**src/rtl/sarfe_pkg.sv**
```systemverilog
`timescale 1ns/1ps
package sarfe_pkg;

    localparam int RES_W = 10;
    localparam int CH_W  = 3;

    typedef enum logic [3:0] {
        ST_LOCK,
        ST_IDLE,
        ST_HUNT,
        ST_CMD,
        ST_SAMP_A,
        ST_SAMP_B,
        ST_CONV,
        ST_REPLAY,
        ST_ZERO
    } fe_state_e;

    typedef struct packed {
        logic            diff;
        logic [CH_W-1:0] pos;
        logic [CH_W-1:0] neg;
    } ch_route_t;

    // Map the mode flag and channel code onto mux selections.
    function automatic ch_route_t route_decode(input logic single, input logic [CH_W-1:0] code);
        ch_route_t r;
        r.diff = ~single;
        r.pos  = code;
        if (single) begin
            r.neg = '0;
        end else begin
            r.neg = {code[CH_W-1:1], ~code[0]};
        end
        return r;
    endfunction

endpackage

```
**src/rtl/sarfe_sync.sv**
```systemverilog
`timescale 1ns/1ps
module sarfe_sync #(
    parameter int W      = 1,
    parameter int STAGES = 2
) (
    input  logic         clk,
    input  logic         rst,
    input  logic [W-1:0] d,
    output logic [W-1:0] q
);
    logic [W-1:0] tap [STAGES+1];

    assign tap[0] = d;

    for (genvar g = 0; g < STAGES; g++) begin : g_stage
        logic [W-1:0] r;
        always_ff @(posedge clk) begin
            if (rst) r <= '0;
            else     r <= tap[g];
        end
        assign tap[g+1] = r;
    end

    assign q = tap[STAGES];
endmodule

```
**src/rtl/sarfe_sar.sv**
```systemverilog
`timescale 1ns/1ps
module sarfe_sar #(
    parameter int RES_W = 10,
    parameter int CNT_W = 4
) (
    input  logic             clk,
    input  logic             rst,
    input  logic             abort,
    input  logic             load,
    input  logic             step,
    input  logic [CNT_W-1:0] idx,
    input  logic             cmp,
    output logic [RES_W-1:0] dac_code,
    output logic [RES_W-1:0] result,
    output logic             result_valid
);
    localparam logic [RES_W-1:0] FIRST_TRIAL = {1'b1, {(RES_W-1){1'b0}}};

    logic [RES_W-1:0] trial_q;
    logic [RES_W-1:0] trial_nx;
    logic [RES_W-1:0] res_q;
    logic             vld_q;

    // Fix the bit under test from the comparator, arm the next lower bit.
    always_comb begin
        trial_nx = trial_q;
        for (int b = 0; b < RES_W; b++) begin
            if (b == int'(idx))          trial_nx[b] = cmp;
            else if (b + 1 == int'(idx)) trial_nx[b] = 1'b1;
        end
    end

    always_ff @(posedge clk) begin
        if (rst) begin
            trial_q <= '0;
            res_q   <= '0;
            vld_q   <= 1'b0;
        end else begin
            vld_q <= 1'b0;
            if (abort) begin
                trial_q <= '0;
            end else if (load) begin
                trial_q <= FIRST_TRIAL;
            end else if (step) begin
                trial_q <= trial_nx;
                if (idx == '0) begin
                    res_q <= trial_nx;
                    vld_q <= 1'b1;
                end
            end
        end
    end

    assign dac_code     = trial_q;
    assign result       = res_q;
    assign result_valid = vld_q;
endmodule

```
**src/rtl/sarfe_seq.sv**
```systemverilog
`timescale 1ns/1ps
module sarfe_seq
    import sarfe_pkg::*;
#(
    parameter int RES_W = 10,
    parameter int CNT_W = 4
) (
    input  logic             clk,
    input  logic             rst,
    input  logic             cs_n_s,
    input  logic             sclk_s,
    input  logic             din_s,
    input  logic             cmp_in,
    input  logic [RES_W-1:0] result,
    output logic             sar_abort,
    output logic             sar_load,
    output logic             sar_step,
    output logic [CNT_W-1:0] sar_idx,
    output logic             dout,
    output logic             dout_oe,
    output logic             sample_en,
    output logic             pwr_down,
    output ch_route_t        route
);
    localparam logic [CNT_W-1:0] CMD_LAST = CNT_W'(CH_W);
    localparam logic [CNT_W-1:0] BIT_TOP  = CNT_W'(RES_W - 1);

    fe_state_e       state_q;
    logic [CNT_W-1:0] cnt_q;
    logic [CH_W-1:0]  cmd_q;
    logic             sclk_d;
    logic             dout_q;
    logic             oe_q;
    logic             samp_q;
    ch_route_t        route_q;
    logic             sclk_rise;
    logic             sclk_fall;

    assign sclk_rise = sclk_s & ~sclk_d;
    assign sclk_fall = ~sclk_s & sclk_d;

    always_ff @(posedge clk) begin
        if (rst) begin
            state_q <= ST_LOCK;
            cnt_q   <= '0;
            cmd_q   <= '0;
            sclk_d  <= 1'b0;
            dout_q  <= 1'b0;
            oe_q    <= 1'b0;
            samp_q  <= 1'b0;
            route_q <= '0;
        end else begin
            sclk_d <= sclk_s;
            if (cs_n_s) begin
                state_q <= ST_IDLE;
                cnt_q   <= '0;
                dout_q  <= 1'b0;
                oe_q    <= 1'b0;
                samp_q  <= 1'b0;
            end else begin
                unique case (state_q)
                    ST_LOCK: state_q <= ST_LOCK;
                    ST_IDLE: state_q <= ST_HUNT;
                    ST_HUNT: begin
                        if (sclk_rise && din_s) begin
                            state_q <= ST_CMD;
                            cnt_q   <= '0;
                        end
                    end
                    ST_CMD: begin
                        if (sclk_rise) begin
                            cmd_q <= {cmd_q[CH_W-2:0], din_s};
                            if (cnt_q == CMD_LAST) begin
                                route_q <= route_decode(cmd_q[CH_W-1], {cmd_q[CH_W-2:0], din_s});
                                samp_q  <= 1'b1;
                                state_q <= ST_SAMP_A;
                            end else begin
                                cnt_q <= cnt_q + 1'b1;
                            end
                        end
                    end
                    ST_SAMP_A: begin
                        if (sclk_rise) state_q <= ST_SAMP_B;
                    end
                    ST_SAMP_B: begin
                        if (sclk_fall) begin
                            samp_q  <= 1'b0;
                            oe_q    <= 1'b1;
                            dout_q  <= 1'b0;
                            cnt_q   <= BIT_TOP;
                            state_q <= ST_CONV;
                        end
                    end
                    ST_CONV: begin
                        if (sclk_fall) begin
                            dout_q <= cmp_in;
                            if (cnt_q == '0) begin
                                cnt_q   <= CNT_W'(1);
                                state_q <= ST_REPLAY;
                            end else begin
                                cnt_q <= cnt_q - 1'b1;
                            end
                        end
                    end
                    ST_REPLAY: begin
                        if (sclk_fall) begin
                            dout_q <= result[cnt_q];
                            if (cnt_q == BIT_TOP) state_q <= ST_ZERO;
                            else                  cnt_q   <= cnt_q + 1'b1;
                        end
                    end
                    ST_ZERO: begin
                        if (sclk_fall) dout_q <= 1'b0;
                    end
                    default: state_q <= ST_LOCK;
                endcase
            end
        end
    end

    assign sar_abort = cs_n_s;
    assign sar_load  = ~cs_n_s && (state_q == ST_SAMP_B) && sclk_fall;
    assign sar_step  = ~cs_n_s && (state_q == ST_CONV) && sclk_fall;
    assign sar_idx   = cnt_q;
    assign dout      = dout_q;
    assign dout_oe   = oe_q;
    assign sample_en = samp_q;
    assign pwr_down  = (state_q == ST_REPLAY) || (state_q == ST_ZERO);
    assign route     = route_q;
endmodule

```
**src/rtl/sarfe_top.sv**
```systemverilog
`timescale 1ns/1ps
module sarfe_top
    import sarfe_pkg::*;
#(
    parameter int RES_W       = sarfe_pkg::RES_W,
    parameter int SYNC_STAGES = 2
) (
    input  logic             clk,
    input  logic             rst,
    input  logic             cs_n,
    input  logic             sclk,
    input  logic             din,
    input  logic             cmp_in,
    output logic             dout,
    output logic             dout_oe,
    output logic             sample_en,
    output logic             diff_mode,
    output logic [CH_W-1:0]  pos_ch,
    output logic [CH_W-1:0]  neg_ch,
    output logic [RES_W-1:0] dac_code,
    output logic [RES_W-1:0] result,
    output logic             result_valid,
    output logic             pwr_down
);
    localparam int CNT_W = $clog2(RES_W + CH_W + 1);

    logic [2:0]       raw_in;
    logic [2:0]       sync_q;
    logic             cs_n_s;
    logic             sclk_s;
    logic             din_s;
    logic             sar_abort;
    logic             sar_load;
    logic             sar_step;
    logic [CNT_W-1:0] sar_idx;
    ch_route_t        route;

    assign raw_in = {cs_n, sclk, din};

    sarfe_sync #(.W(3), .STAGES(SYNC_STAGES)) u_sync (
        .clk (clk),
        .rst (rst),
        .d   (raw_in),
        .q   (sync_q)
    );

    assign cs_n_s = sync_q[2];
    assign sclk_s = sync_q[1];
    assign din_s  = sync_q[0];

    sarfe_seq #(.RES_W(RES_W), .CNT_W(CNT_W)) u_seq (
        .clk       (clk),
        .rst       (rst),
        .cs_n_s    (cs_n_s),
        .sclk_s    (sclk_s),
        .din_s     (din_s),
        .cmp_in    (cmp_in),
        .result    (result),
        .sar_abort (sar_abort),
        .sar_load  (sar_load),
        .sar_step  (sar_step),
        .sar_idx   (sar_idx),
        .dout      (dout),
        .dout_oe   (dout_oe),
        .sample_en (sample_en),
        .pwr_down  (pwr_down),
        .route     (route)
    );

    sarfe_sar #(.RES_W(RES_W), .CNT_W(CNT_W)) u_sar (
        .clk          (clk),
        .rst          (rst),
        .abort        (sar_abort),
        .load         (sar_load),
        .step         (sar_step),
        .idx          (sar_idx),
        .cmp          (cmp_in),
        .dac_code     (dac_code),
        .result       (result),
        .result_valid (result_valid)
    );

    assign diff_mode = route.diff;
    assign pos_ch    = route.pos;
    assign neg_ch    = route.neg;
endmodule

```
**config.mk**
```make
export PLATFORM = sky130hd
export DESIGN_NAME = sarfe_top
export DESIGN_NICKNAME = d
export VERILOG_FILES = /design/src/rtl/sarfe_pkg.sv /design/src/rtl/sarfe_sync.sv /design/src/rtl/sarfe_sar.sv /design/src/rtl/sarfe_seq.sv /design/src/rtl/sarfe_top.sv
export SDC_FILE = /design/constraint.sdc
export NUM_CORES = 1
export LEC_CHECK = 0
export ABC_AREA = 1
export BUFFER_PORTS_ARGS = -buffer_cell sky130_fd_sc_hd__buf_2
export CAP_MARGIN = 20
export CORE_MARGIN = 3
export CORE_UTILIZATION = 25
export DETAILED_ROUTE_END_ITERATION = 8
export SKIP_CTS_REPAIR_TIMING = 1
export SYNTH_ARGS = -nofsm -noshare
export SYNTH_HDL_FRONTEND = slang
export SYNTH_SLANG_ARGS = --single-unit
```
**constraint.sdc**
```tcl
create_clock -name clk -period 3.7 [get_ports clk]
set_input_delay 0.555 -clock clk [delete_from_list [all_inputs] [get_ports clk]]
set_output_delay 0.555 -clock clk [all_outputs]
set_load 0.005 [all_outputs]
```
==> impl_metrics.py <==
metrics = {
    "run_status": {
        "outcome": "finished, final reports clean",
    },
    "pwr": {
        "ir_worst_vdd_mv": 0.150,
        "power.density_cell_area_nw_per_um2": 314,
        "p_leak_nw": 1.34,
    },
    "min_path": {
        "min_path_type": "flip-flop to flip-flop",
    },
    "die": {
        "dieHeight_um": 107,
        "design.core.area_um2": 9820,
        "die_w_um": 107,
        "rows": 36,
        "pin_count": 38,
        "start_util_pct": 25.9,
        "die-area_um2": 11400,
    },
    "synth": {
        "synth_async_sr_flop_share_pct": 0,
        "synth-compound-area-share_pct": 19.5,
        "synth_top_family_by_area": "simple AND/OR/NAND/NOR gates",
        "syn_inst": 354,
        "synth_area_um2": 2550,
        "ys_types": 36,
        "synth_simple_gate_area_share_pct": 30.7,
        "synth_top_cell_by_area": "dfxtp_1",
        "yosysWarnings": 0,
        "synth-seq-area-share_pct": 38.5,
        "ys_ff_latch": 49,
        "synthTopCellsByArea": "dfxtp_1 39%, nand2_1 9.3%, a21oi_1 6.9%",
        "synth-adder-area-share_pct": 1.97,
        "synth_top_cell_area_share_pct": 38.5,
        "synth_area_per_cell_um2": 7.19,
        "syn_nets": 364,
        "synth_edf_count": 0,
        "synth_flop_cell": "dfxtp_1",
        "synth-xor-area-share_pct": 0.344,
        "synth_most_common_cell": "nand2_1",
        "synth_mux_area_share_pct": 0,
        "synthTopCellsByCount": "63 x nand2_1, 49 x dfxtp_1, 46 x inv_1",
    },
    "timing": {
        "final_max_slew_viol_count": 0,
        "min_period_ns": 2.04,
        "tightest_slew_ns": 0.502,
        "hold_viol_final": 0,
        "setup_tns_ns": 0,
        "fin_crit_sh_pct": 55.0,
        "rsz0062_at_grt": "false",
        "setup-violations-final": 0,
        "skew_ns": 0.00486,
        "setup_ws_ns": 1.66,
        "fmax_mhz": 491,
        "slew_headroom_pct": 66.2,
    },
    "clocking": {
        "htree_num_levels": 2,
        "root_buffer": "clkbuf_8",
        "cts_sinks": 49,
        "cts_buffers": 5,
        "cts_buffer_depth": 2,
        "path_clk_slew_ns": 0.10,
        "cts_tree": "built",
        "insertion_delay_ns": 0.30,
    },
    "layout": {
        "final_nets": 401,
        "utilization_pct": 30.0,
        "area_growth_pct": 15.7,
        "final_layout_size_suffix_gt1_share_pct": 18.9,
        "diodes": 0,
        "n_fill_cell": 1101,
    },
    "global_routing": {
        "grt_overflow": 0,
        "grt_first_pass_wirelength_mm": 10.1,
        "grt_max_degree": 19,
        "track_usage_pct": 11.1,
        "grt_pass1_vias": 2115,
        "antenna_found_initial": 0,
    },
    "placed_design": {
        "dp_hpwl_mm": 4.92,
        "gp_congestion": 0.896,
        "dp_slack_ns": 1.70,
        "io_buffers": 37,
    },
    "critical_path": {
        "critPathMaxStageDelay_ns": 0.64,
        "endpoint": "u_sar.dac_code[8]$_SDFFE_PP0P_",
        "r2r.worst_path.cells": 6,
        "rrSetupSlack_ns": 1.66,
        "crit_start": "u_seq.sar_idx[0]$_SDFFE_PP0P_",
        "cp_cell_sequence": "inv_1 -> ha_1 -> inv_1 -> nor2_1 -> o31ai_1 -> a21oi_1",
        "crit_path_end_kind": "flip-flop",
        "crit-reg2reg-capture": "u_sar.dac_code[8]$_SDFFE_PP0P_",
        "critPathLaunchType": "flip-flop",
        "worstPathMaxFanout": 15,
        "cp_slowest_cell": "dfxtp_1",
        "worstPathArrival_ns": 2.22,
        "crit_required_ns": 3.88,
        "crit_type": "flip-flop to flip-flop",
        "rr_startpoint": "u_seq.sar_idx[0]$_SDFFE_PP0P_",
        "critical_path.most_common_cell": "inv_1",
    },
    "routing": {
        "drt_iter0_drc": 139,
        "wl_mm": 6.34,
        "vias_per_cell": 4.46,
        "drt_pass1_iterations": 4,
        "remaining_drc_errors": 0,
        "final_antenna_net_count": 0,
        "vias": 2342,
        "wl_per_cell_um": 12.1,
    },
    "run": {
        "maxCapViolCount": 0,
    },
}
[cell families after synthesis]
kind of cell,Yosys count
AOI/OAI and AO/OA,91
adders and majority gates,4
buffers and inverters,57
DFF,49
xor gates and xnor gates,1
and+or+nand+nor,152
[per-layer routing]
metal | track usage, % | up-vias | wire length [um]
met5 | 0 | - | 0
met4 | 3.93 | 0 | 31
met3 | 3.37 | 2 | 373
met2 | 17.3 | 56 | 2920
met1 | 14.6 | 1061 | 3010
li1 | - | 1223 | -
[cells in the final DEF, fill, tap and decap left out, types with 3 or more instances in the layout]
master    count
inv_2         4
nor3_1        3
buf_2        37
nand2_1      63
o21ai_0      35
a21oi_1      35
nand2_2       6
nor2_8        3
clkbuf_8      5
ha_1          4
nor2_1       41
o21ai_1       7
inv_1        46
a21oi_2       3
nand3_1      20
nor2_4        3
dfxtp_1      49
[cell type report]
class | instances | area [um^2] | area share, %
Clock inverter | 3 | 21.3 | 0.722
Multi-Input combinational cell | 248 | 1340 | 45.4
Sequential cell | 49 | 981 | 33.3
Timing Repair Buffer | 37 | 185 | 6.28
Inverter | 50 | 188 | 6.37
Clock buffer | 5 | 68.8 | 2.34
Tap cell | 133 | 166 | 5.65
[critical path: cells and delay by family (launching register included)]
kind / cells / cell delay (ns)
flops: 1 / 0.64
compound gates: 2 / 0.59
buf+inv: 2 / 0.30
fa+ha+maj: 1 / 0.30
simple gates: 1 / 0.08
[power by group]
part	internal, mW	switching, mW
combinational	0.0180	0.0424
sequential	0.533	0.00619
clock	0.135	0.192
total	0.685	0.241
[metrics by stage]
step	total power, mW	hold WS (ns)	cells	area, um^2
6_report	0.926	0.406	525	2950
5_1_grt	0.973	0.425	525	2950
4_1_cts	0.938	0.411	525	2950
3_5_place_dp	0.612	0.400	517	2860
3_3_place_gp	0.612	0.393	517	2860
2_1_floorplan	0.595	0.388	354	2550
[state kept, by name, indices dropped and copies added, names as in the netlist]
name,count
u_seq.sample_en,1
u_sync.q,3
u_seq.sar_idx,4
u_seq.sclk_d,1
u_seq.cmd_q,3
u_sar.result_valid,1
u_sar.result,10
u_seq.route,7
u_sar.dac_code,10
u_sync.g_stage.r,3
u_seq.dout,1
u_seq.dout_oe,1
u_seq.state_q,4
[how the worst min path moves through the flow]
stage,startpoint,end,cells past startpoint
after floorplan,u_sync.g_stage[0].r[0]$_SDFF_PP0_,u_sync.q[0]$_SDFF_PP0_,2
after global placement,u_sync.g_stage[0].r[0]$_SDFF_PP0_,u_sync.q[0]$_SDFF_PP0_,2
after detailed placement,u_sync.g_stage[0].r[2]$_SDFF_PP0_,u_sync.q[2]$_SDFF_PP0_,2
after CTS,u_sync.g_stage[0].r[2]$_SDFF_PP0_,u_sync.q[2]$_SDFF_PP0_,2
after global routing,u_sync.g_stage[0].r[0]$_SDFF_PP0_,u_sync.q[0]$_SDFF_PP0_,2
final,u_sync.g_stage[0].r[2]$_SDFF_PP0_,u_sync.q[2]$_SDFF_PP0_,2
Power figures use the tool's default switching activity.
